`src/rtl/pbd_pkg.sv`:
```
// Shared constants and types for the paged byte DMA controller.
// Assumes a 32-bit register port addressed in bytes, decoded on word boundaries.
package pbd_pkg;
    timeunit 1ns;
    timeprecision 1ps;

    localparam int REG_W   = 32;
    localparam int BUS_AW  = 5;
    localparam int WSEL_W  = BUS_AW - 2;

    // Word selects of the register port
    localparam logic [WSEL_W-1:0] RA_CTRL  = 3'd0;
    localparam logic [WSEL_W-1:0] RA_STAT  = 3'd1;
    localparam logic [WSEL_W-1:0] RA_COUNT = 3'd2;
    localparam logic [WSEL_W-1:0] RA_TAG   = 3'd3;
    localparam logic [WSEL_W-1:0] RA_OFFS  = 3'd4;
    localparam logic [WSEL_W-1:0] RA_MAP   = 3'd5;

    // Control and status bit positions
    localparam int BIT_EN   = 0;
    localparam int BIT_DIR  = 1;
    localparam int BIT_SRST = 2;
    localparam int BIT_IRQ  = 3;
    localparam int BIT_TC   = 4;

    typedef enum logic [1:0] {
        ST_IDLE,
        ST_ADDR,
        ST_XFER,
        ST_UPDATE
    } eng_state_e;

    typedef struct packed {
        logic tc;
        logic irq;
        logic dir;
        logic en;
    } flags_t;
endpackage

```
`src/rtl/pbd_page_map.sv`:
```
// Page-frame table: DEPTH entries of FRAME_W bits, one synchronous write port
// and one combinational read port. Assumes hardware reset is the only clear.
module pbd_page_map #(
    parameter int DEPTH   = 128,
    parameter int FRAME_W = 20,
    localparam int IDX_W  = $clog2(DEPTH)
) (
    input  logic               clk,
    input  logic               rst_n,
    input  logic               we,
    input  logic [IDX_W-1:0]   widx,
    input  logic [FRAME_W-1:0] wdata,
    input  logic [IDX_W-1:0]   ridx,
    output logic [FRAME_W-1:0] rframe
);
    timeunit 1ns;
    timeprecision 1ps;

    logic [FRAME_W-1:0] frames [DEPTH];

    for (genvar g = 0; g < DEPTH; g++) begin : g_entry
        // Holds one frame; cleared only by hardware reset
        always_ff @(posedge clk) begin
            if (!rst_n) begin
                frames[g] <= '0;
            end else if (we && (widx == IDX_W'(g))) begin
                frames[g] <= wdata;
            end
        end
    end

    // Read the frame for the current page tag
    assign rframe = frames[ridx];
endmodule

```
`src/rtl/pbd_regs.sv`:
```
// Register file: control/status flags, byte count, page tag and in-page
// offset, plus decode of the table write port. Applies per-byte pointer
// updates requested by the engine. Assumes single-cycle register accesses.
module pbd_regs
    import pbd_pkg::*;
#(
    parameter int FRAME_W   = 20,
    parameter int PAGE_BITS = 12,
    parameter int IDX_W     = 7
) (
    input  logic               clk,
    input  logic               rst_n,
    input  logic               s_sel,
    input  logic               s_wr,
    input  logic [BUS_AW-1:0]  s_addr,
    input  logic [REG_W-1:0]   s_wdata,
    output logic [REG_W-1:0]   s_rdata,
    input  logic               step,
    output flags_t             flags_q,
    output logic [REG_W-1:0]   count_q,
    output logic [REG_W-1:0]   tag_q,
    output logic [REG_W-1:0]   off_q,
    output logic               map_we,
    output logic [FRAME_W-1:0] map_wdata,
    output logic [IDX_W-1:0]   map_idx,
    output logic               abort,
    output logic               can_run,
    output logic               last_byte
);
    timeunit 1ns;
    timeprecision 1ps;

    logic [WSEL_W-1:0] wsel;
    logic              wr;
    logic              ctrl_wr;
    logic              soft_rst;
    logic              page_end;
    logic [REG_W-1:0]  stat_word;

    // Decode register strobes
    assign wsel      = s_addr[BUS_AW-1:2];
    assign wr        = s_sel && s_wr;
    assign ctrl_wr   = wr && (wsel == RA_CTRL);
    assign soft_rst  = ctrl_wr && s_wdata[BIT_SRST];
    assign abort     = soft_rst || (ctrl_wr && !s_wdata[BIT_EN]);
    assign map_we    = wr && (wsel == RA_MAP);
    assign map_wdata = s_wdata[FRAME_W-1:0];
    assign map_idx   = tag_q[IDX_W-1:0];
    assign page_end  = (off_q[PAGE_BITS-1:0] == {PAGE_BITS{1'b1}});
    assign last_byte = (count_q == REG_W'(1));
    assign can_run   = flags_q.en && (count_q != '0);

    // Control and status flags
    always_ff @(posedge clk) begin
        if (!rst_n || soft_rst) begin
            flags_q <= '0;
        end else if (ctrl_wr) begin
            flags_q.en  <= s_wdata[BIT_EN];
            flags_q.dir <= s_wdata[BIT_DIR];
            flags_q.irq <= 1'b0;
            flags_q.tc  <= 1'b0;
        end else if (step && last_byte) begin
            flags_q.en  <= 1'b0;
            flags_q.irq <= 1'b1;
            flags_q.tc  <= 1'b1;
        end
    end

    // Remaining byte count
    always_ff @(posedge clk) begin
        if (!rst_n || soft_rst) begin
            count_q <= '0;
        end else if (wr && (wsel == RA_COUNT)) begin
            count_q <= s_wdata;
        end else if (step) begin
            count_q <= count_q - REG_W'(1);
        end
    end

    // Logical page tag, advanced on page wrap
    always_ff @(posedge clk) begin
        if (!rst_n || soft_rst) begin
            tag_q <= '0;
        end else if (wr && (wsel == RA_TAG)) begin
            tag_q <= s_wdata;
        end else if (step && page_end) begin
            tag_q <= tag_q + REG_W'(1);
        end
    end

    // In-page offset, restarted at a page wrap
    always_ff @(posedge clk) begin
        if (!rst_n || soft_rst) begin
            off_q <= '0;
        end else if (wr && (wsel == RA_OFFS)) begin
            off_q <= s_wdata;
        end else if (step) begin
            off_q <= page_end ? '0 : off_q + REG_W'(1);
        end
    end

    // Status word and read mux
    always_comb begin
        stat_word           = '0;
        stat_word[BIT_EN]   = flags_q.en;
        stat_word[BIT_DIR]  = flags_q.dir;
        stat_word[BIT_IRQ]  = flags_q.irq;
        stat_word[BIT_TC]   = flags_q.tc;
        s_rdata = (s_sel && !s_wr && (wsel == RA_STAT)) ? stat_word : '0;
    end
endmodule

```
`src/rtl/pbd_engine.sv`:
```
// Byte transfer sequencer: IDLE -> ADDR -> XFER -> UPDATE, one byte per pass.
// ADDR latches the physical address (and the peripheral byte when moving
// into memory), XFER holds the memory request until ready, UPDATE hands the
// byte to the peripheral when reading memory and advances the pointers.
// Assumes abort may arrive in any state and returns to IDLE at once.
module pbd_engine #(
    parameter int ADDR_W    = 32,
    parameter int PAGE_BITS = 12,
    parameter int DATA_W    = 8,
    localparam int FRAME_W  = ADDR_W - PAGE_BITS
) (
    input  logic                 clk,
    input  logic                 rst_n,
    input  logic                 abort,
    input  logic                 can_run,
    input  logic                 dir,
    input  logic                 last_byte,
    input  logic [FRAME_W-1:0]   frame,
    input  logic [PAGE_BITS-1:0] off_low,
    input  logic                 p_req,
    input  logic [DATA_W-1:0]    p_rdata,
    input  logic                 m_ready,
    input  logic [DATA_W-1:0]    m_rdata,
    output logic                 step,
    output logic                 busy,
    output logic                 p_ack,
    output logic [DATA_W-1:0]    p_wdata,
    output logic                 m_valid,
    output logic                 m_write,
    output logic [ADDR_W-1:0]    m_addr,
    output logic [DATA_W-1:0]    m_wdata,
    output logic                 eop
);
    timeunit 1ns;
    timeprecision 1ps;
    import pbd_pkg::*;

    eng_state_e          state_q;
    eng_state_e          state_d;
    logic [ADDR_W-1:0]   addr_q;
    logic [DATA_W-1:0]   data_q;
    logic                eop_q;

    // Next-state selection
    always_comb begin
        state_d = state_q;
        unique case (state_q)
            ST_IDLE:   if (p_req && can_run) state_d = ST_ADDR;
            ST_ADDR:   state_d = ST_XFER;
            ST_XFER:   if (m_ready) state_d = ST_UPDATE;
            ST_UPDATE: state_d = ST_IDLE;
            default:   state_d = ST_IDLE;
        endcase
        if (abort) state_d = ST_IDLE;
    end

    // State register
    always_ff @(posedge clk) begin
        if (!rst_n) state_q <= ST_IDLE;
        else        state_q <= state_d;
    end

    // Address and data capture for the byte in flight
    always_ff @(posedge clk) begin
        if (!rst_n) begin
            addr_q <= '0;
            data_q <= '0;
        end else if (state_q == ST_ADDR) begin
            addr_q <= {frame, off_low};
            if (dir) data_q <= p_rdata;
        end else if ((state_q == ST_XFER) && m_ready && !dir) begin
            data_q <= m_rdata;
        end
    end

    // End-of-process marker for the final byte
    always_ff @(posedge clk) begin
        if (!rst_n || abort) begin
            eop_q <= 1'b0;
        end else if (state_q == ST_ADDR) begin
            eop_q <= last_byte;
        end else if (state_q == ST_UPDATE) begin
            eop_q <= 1'b0;
        end
    end

    // Output strobes
    assign step    = (state_q == ST_UPDATE) && !abort;
    assign busy    = (state_q != ST_IDLE);
    assign p_ack   = !abort && (((state_q == ST_ADDR) && dir) ||
                                ((state_q == ST_UPDATE) && !dir));
    assign p_wdata = data_q;
    assign m_valid = (state_q == ST_XFER);
    assign m_write = dir;
    assign m_addr  = addr_q;
    assign m_wdata = data_q;
    assign eop     = eop_q;
endmodule

```
`src/rtl/paged_byte_dma.sv`:
```
// Top of the paged single-channel byte DMA controller: register file,
// page-frame table and transfer sequencer. Assumes one peripheral and one
// memory master port; no arbitration is done here.
module paged_byte_dma #(
    parameter int ADDR_W    = 32,
    parameter int PAGE_BITS = 12,
    parameter int MAP_DEPTH = 128,
    parameter int DATA_W    = 8,
    localparam int FRAME_W  = ADDR_W - PAGE_BITS,
    localparam int IDX_W    = $clog2(MAP_DEPTH)
) (
    input  logic              clk,
    input  logic              rst_n,
    input  logic              s_sel,
    input  logic              s_wr,
    input  logic [4:0]        s_addr,
    input  logic [31:0]       s_wdata,
    output logic [31:0]       s_rdata,
    input  logic              p_req,
    output logic              p_ack,
    input  logic [DATA_W-1:0] p_rdata,
    output logic [DATA_W-1:0] p_wdata,
    output logic              m_valid,
    output logic              m_write,
    output logic [ADDR_W-1:0] m_addr,
    output logic [DATA_W-1:0] m_wdata,
    input  logic [DATA_W-1:0] m_rdata,
    input  logic              m_ready,
    output logic              eop,
    output logic              irq
);
    timeunit 1ns;
    timeprecision 1ps;
    import pbd_pkg::*;

    flags_t             flags_q;
    logic [REG_W-1:0]   count_q;
    logic [REG_W-1:0]   tag_q;
    logic [REG_W-1:0]   off_q;
    logic               map_we;
    logic [FRAME_W-1:0] map_wdata;
    logic [IDX_W-1:0]   map_idx;
    logic [FRAME_W-1:0] frame;
    logic               abort_w;
    logic               can_run;
    logic               last_byte;
    logic               step;
    logic               busy_w;

    pbd_regs #(
        .FRAME_W  (FRAME_W),
        .PAGE_BITS(PAGE_BITS),
        .IDX_W    (IDX_W)
    ) u_regs (
        .clk      (clk),
        .rst_n    (rst_n),
        .s_sel    (s_sel),
        .s_wr     (s_wr),
        .s_addr   (s_addr),
        .s_wdata  (s_wdata),
        .s_rdata  (s_rdata),
        .step     (step),
        .flags_q  (flags_q),
        .count_q  (count_q),
        .tag_q    (tag_q),
        .off_q    (off_q),
        .map_we   (map_we),
        .map_wdata(map_wdata),
        .map_idx  (map_idx),
        .abort    (abort_w),
        .can_run  (can_run),
        .last_byte(last_byte)
    );

    pbd_page_map #(
        .DEPTH  (MAP_DEPTH),
        .FRAME_W(FRAME_W)
    ) u_map (
        .clk   (clk),
        .rst_n (rst_n),
        .we    (map_we),
        .widx  (map_idx),
        .wdata (map_wdata),
        .ridx  (map_idx),
        .rframe(frame)
    );

    pbd_engine #(
        .ADDR_W   (ADDR_W),
        .PAGE_BITS(PAGE_BITS),
        .DATA_W   (DATA_W)
    ) u_engine (
        .clk      (clk),
        .rst_n    (rst_n),
        .abort    (abort_w),
        .can_run  (can_run),
        .dir      (flags_q.dir),
        .last_byte(last_byte),
        .frame    (frame),
        .off_low  (off_q[PAGE_BITS-1:0]),
        .p_req    (p_req),
        .p_rdata  (p_rdata),
        .m_ready  (m_ready),
        .m_rdata  (m_rdata),
        .step     (step),
        .busy     (busy_w),
        .p_ack    (p_ack),
        .p_wdata  (p_wdata),
        .m_valid  (m_valid),
        .m_write  (m_write),
        .m_addr   (m_addr),
        .m_wdata  (m_wdata),
        .eop      (eop)
    );

    // Interrupt output follows the status flag
    assign irq = flags_q.irq;
endmodule

```
`config.mk`:
```
export PLATFORM = sky130hd
export DESIGN_NAME = paged_byte_dma
export DESIGN_NICKNAME = d
export VERILOG_FILES = /design/src/rtl/pbd_pkg.sv /design/src/rtl/pbd_page_map.sv /design/src/rtl/pbd_regs.sv /design/src/rtl/pbd_engine.sv /design/src/rtl/paged_byte_dma.sv
export SDC_FILE = /design/constraint.sdc
export NUM_CORES = 2
export LEC_CHECK = 0
export ABC_CLOCK_PERIOD_IN_PS = 5400
export BUFFER_PORTS_ARGS = -buffer_cell sky130_fd_sc_hd__buf_2
export CAP_MARGIN = 25
export CORE_UTILIZATION = 49
export CTS_BUF_LIST = sky130_fd_sc_hd__clkbuf_4 sky130_fd_sc_hd__clkbuf_8 sky130_fd_sc_hd__clkbuf_16
export DETAILED_ROUTE_END_ITERATION = 8
export SYNTH_ARGS = -nofsm -noshare
export SYNTH_HDL_FRONTEND = slang
export SYNTH_SLANG_ARGS = --single-unit
export TNS_END_PERCENT = 10
```
`constraint.sdc`:
```
create_clock -name clk -period 5.4 [get_ports clk]
set_clock_uncertainty 0.15 [all_clocks]
set_input_delay 0.27 -clock clk [delete_from_list [all_inputs] [get_ports clk]]
set_output_delay 0.27 -clock clk [all_outputs]
set_load 0.05 [all_outputs]
```
# Word-level counts from Yosys, hierarchy flattened
# Memories as Yosys holds them, arrays and structs flattened. A register that Yosys moved wholly into a read port is not among the register bits.
# Cells that the tools add are included.
# classes
reduce_logical,172
eq_ne,140
bitwise_logic,129
n_mux,531
addsub,3
# op_table
operator,n
two-way mux 20 bit,128
"equality test 7 bit, second input constant",64
two-way mux 1 bit,389
"equality test 7 x 6 -> 1 bit, second input constant",32
two-way mux 32 bit,7
logical AND 1 bit,148
bitwise OR 1 bit,128
"equality test 7 x 5 -> 1 bit, second input constant",16
"adder 32 x 1 -> 32 bit, second input constant",2
"equality test 7 x 4 -> 1 bit, second input constant",8
"equality test 32 x 1 -> 1 bit, second input constant",1
nonzero test 32 bit,1
"subtractor 32 x 1 -> 32 bit, second input constant",1
"equality test 7 x 3 -> 1 bit, second input constant",4
two-way mux 8 bit,3
"equality test 7 x 2 -> 1 bit, second input constant",2
"equality test 12 bit, second input constant",1
nonzero test 2 bit,6
case mux 2 bit (4 select lines),1
"equality test 7 x 1 -> 1 bit, second input constant",1
logical NOT 7 bit,1
"equality test 3 x 2 -> 1 bit, second input constant",2
"equality test 3 bit, second input constant",2
logical NOT 1 bit,6
13 further kinds,21
# word_totals
n_memories,1
inputBits,59
ram_bits,2560
output_inout_bits,85
regBits,142
word_cells,986
# memory_table
name,depth,width,rd,rd_ports_with_merged_regs,wr,line_no,source
u_map.frames,128,20,1,1,128,pbd_page_map.sv:19,logic [FRAME_W-1:0] frames [DEPTH];

# Longest topological paths before layout
# depth
word_depth,9
ltp_mapped,12
depth_no_buf,8

# By module
# Synthesis repeated with hierarchy kept, for this count alone.
# unflattened
cells_unflattened,7994
hier_area_um2,124290.5
# modules_own_cells
mod,n_inst,area_each_um2,cells_each,seq_area_each_um2
pbd_page_map,1,116473.0,7074,76873.7
pbd_regs,1,5923.2,744,1981.9
pbd_engine,1,1894.3,176,860.8

# Least setup slack after synthesis
# Ideal clock, no wire load.
# synth_path
path_type,register to register
start,register u_regs.tag_q[0]
end,"memory u_map.frames[108][0], enable pin"
path_slack_ns,1.193
path_buffers,6
required_time_ns,4.825
setup_ns,0.425
period_less_slack_ns,4.207
t_arrival_ns,3.632
stages_incl_launch_ff,11
cell_sequence,dfxtp_1 -> buf_2 -> buf_4 -> inv_1 -> buf_2 -> buf_1 -> buf_2 -> ha_1 -> clkbuf_1 -> nand3_1 -> o21ai_0
# synth_rtl
element,line_no,source
start: declaration,pbd_regs.sv:21,"output logic [REG_W-1:0] tag_q,"
start signal: assignment,pbd_regs.sv:85,tag_q <= s_wdata;
start signal: assignment,pbd_regs.sv:87,tag_q <= tag_q + REG_W'(1);
end: declaration,pbd_page_map.sv:19,

==> summary.txt <==
Synthesized area - 123000 sq um
IO Pins - 144
Final TNS setup - 0 ps
Rel. slew slack - 19.8%
Global-route wire length before repair - 540000 um
Mapped Cells - 8690
Yosys top cell area share - 62.7%
Post-route cell area - 138000 sq um
Fin nets - 8862
Total track usage - 30.4%
1st-pass router iterations - 6
WS Path Type - flop to flop
Die X - 502 um
Clock Latency Late Sink - 970 ps
Clock Sinks - 2657
Final hold vios - 1
Hpwl dp - 240000 um
Post-synthesis sequential area ratio - 64.3%
Worst-margin pin slew - 1190 ps
CTS max path bufs - 4
Pin count of the biggest net entering global routing - 87
Failing checks - negative hold slack
Crit start category - flop
CTS H-Tree Depth - 5
Min cycle time layout - 4480 ps
EDFF count, synth - 2560
Post-CTS sizing - 0
Count of hold-fix buffers inserted at cts - 88
Yosys reg bits - 2657
Setup crit end kind - flop
Power density cells - 330 nW/um^2
Final core occ - 55.7%
WP data required - 6100 ps
CTS tree - done
Ys flop type - edfxtp_1
VDD IR max - 0.000350 V
Share of layout cells above drive strength 1 - 18.5%
Syn avg cell area - 14.1 sq um
CP max FO - 35
Die area - 252000 sq um
Vias in the first global route - 72194
Die Y - 502 um
Tcrit/Tclk final - 82.9%
Antenna violations before repair - 27
Setup violations, final - 0
Drt via density - 6.03
Row cnt - 183
Clock root buffer - clkbuf_16
Core area - 249000 sq um
Drc violations - 0
Area grow syn2layout - 12.9%
Initial DRC count - 9756
Netlist cell types - 71
Fin Hold WS - -4.27 ps
Antenna Violating Nets Remaining - 0
Post-synth ARST share - 0%
Starting Density - 49.3%
Top cells by count, synth - and2_1 (2573), edfxtp_1 (2560), clkbuf_1 (668), mux2i_1 (504), mux4_2 (396)
Postcts setup bufs - 0
Vias - 74516
HP Class - input pin to flop
Slew Limit Fails - 0
Final wirelength - 385000 um
Placed Instances - 11721
Synth Warn # - 0
Unrepaired setup endpoints after global routing - false
Synth top area cells - edfxtp_1 (63%), and2_1 (13%), mux4_2 (7.3%)
CTS buffer count - 304
Max_cap viols - 0
Routability congestion estimate - 0.912
Port bufs - 113
Status - finished with violations
Most frequent cell after synthesis - and2_1
Routed len/inst - 31.2 um
DP Area - 128000 sq um
Worst Path Arrival - 5180 ps
Reg clk slew, reported paths - 60 ps
Fmax - 0.223 GHz
P_leak - 0.0493 uW
Congestion Overflow GR - 0
Yosys top cell by area - edfxtp_1
Post-Layout Cell Count - 12350
-- state kept, by name, summed over array words and instances (netlist names) --
name	cells
u_engine.m_addr	32
u_map.frames	2560
u_regs.off_q	12
u_engine.eop	1
u_engine.m_wdata	8
u_regs.count_q	32
u_regs.tag_q	7
u_engine.state_q	2
u_regs.flags_q	3
-- power by group --
part           leakage, uW  internal, uW  switching, uW
registers           0.0272         23200            235
logic               0.0174           691           1780
clock network      0.00472         11600           8130
-- critical path: stages (launching register included) --
cell and delay (ps):
dfxtp_4 920, buf_12 340, buf_4 530, mux2i_1 200, mux4_2 550, a21oi_1 370
a31oi_1 150, a2111oi_0 950, o32a_1 230
-- path summary, 6_finish.rpt --
kind / from / to / slack [ps] / depth (start not counted)
worst max-delay path: u_regs.tag_q[1] / u_engine.m_addr[29] / 920 / 8
worst min-delay path: s_wr / u_regs.count_q[29] / -4 / 4
worst max register to register: u_regs.tag_q[1] / u_engine.m_addr[29] / 920 / 8
worst min register to register: u_regs.flags_q[3] / u_regs.flags_q[3] / 330 / 2
-- per-layer routing --
metal	up-vias	GRT usage, %	part of all wire [%]
met5	-	0	0.021
met3	638	5.96	9.4
met2	3645	47.7	47
met4	12	11.8	4.2
met1	38435	41.7	40
li1	31786	-	-
-- cell families (layout without fill, tap and decap cells) --
logic type | Yosys count | in the layout | synth area share (%)
adder cells (fa/ha/maj) | 12 | 12 | 0.122
buffers and inverters | 929 | 1215 | 3.28
flip-flops | 2657 | 2657 | 64.3
AND/OR/NAND/NOR | 3305 | 3305 | 16.0
XOR/XNOR | 42 | 42 | 0.300
other | 1 | 45 | 0.00306
AO/OA/AOI/OAI | 818 | 818 | 4.41
multiplexers | 926 | 926 | 11.6
-- stage by stage --
stage	total power (uW)	setup slack, ps
floorplan	25100	1190
CTS	45800	1020
global placement	26200	1050
global route	46700	1000
detailed placement	26300	1030
finish	45600	921
-- layout by cell type, fill, tap and decap left out, drive strengths merged, types with 34 or more instances in the layout --
| master | count |
|---|---|
| nand2 | 188 |
| a22oi | 221 |
| mux4 | 396 |
| a21oi | 124 |
| and2 | 2575 |
| edfxtp | 2560 |
| dlygate4sd3 | 88 |
| nor2b | 50 |
| nand3 | 100 |
| mux2i | 504 |
| o21ai | 215 |
| dfxtp | 97 |
| a211oi | 64 |
| clkbuf | 407 |
| nor3 | 40 |
| buf | 592 |
| nand4 | 34 |
| nor2 | 232 |
| clkinv | 95 |
-- layout make-up --
| type | count | area (sq um) |
|---|---|---|
| fillers | 19928 | 110000 |
| flip-flops and latches | 2657 | 78800 |
| multi-input cells | 5131 | 40400 |
| clock buffers | 405 | 8480 |
| repair buffers | 682 | 5570 |
| well taps | 3330 | 4170 |
| clock inverters | 113 | 891 |
| inverters | 15 | 57.6 |
| diodes | 17 | 42.5 |
No activity file was read; power rests on OpenSTA's default activity.
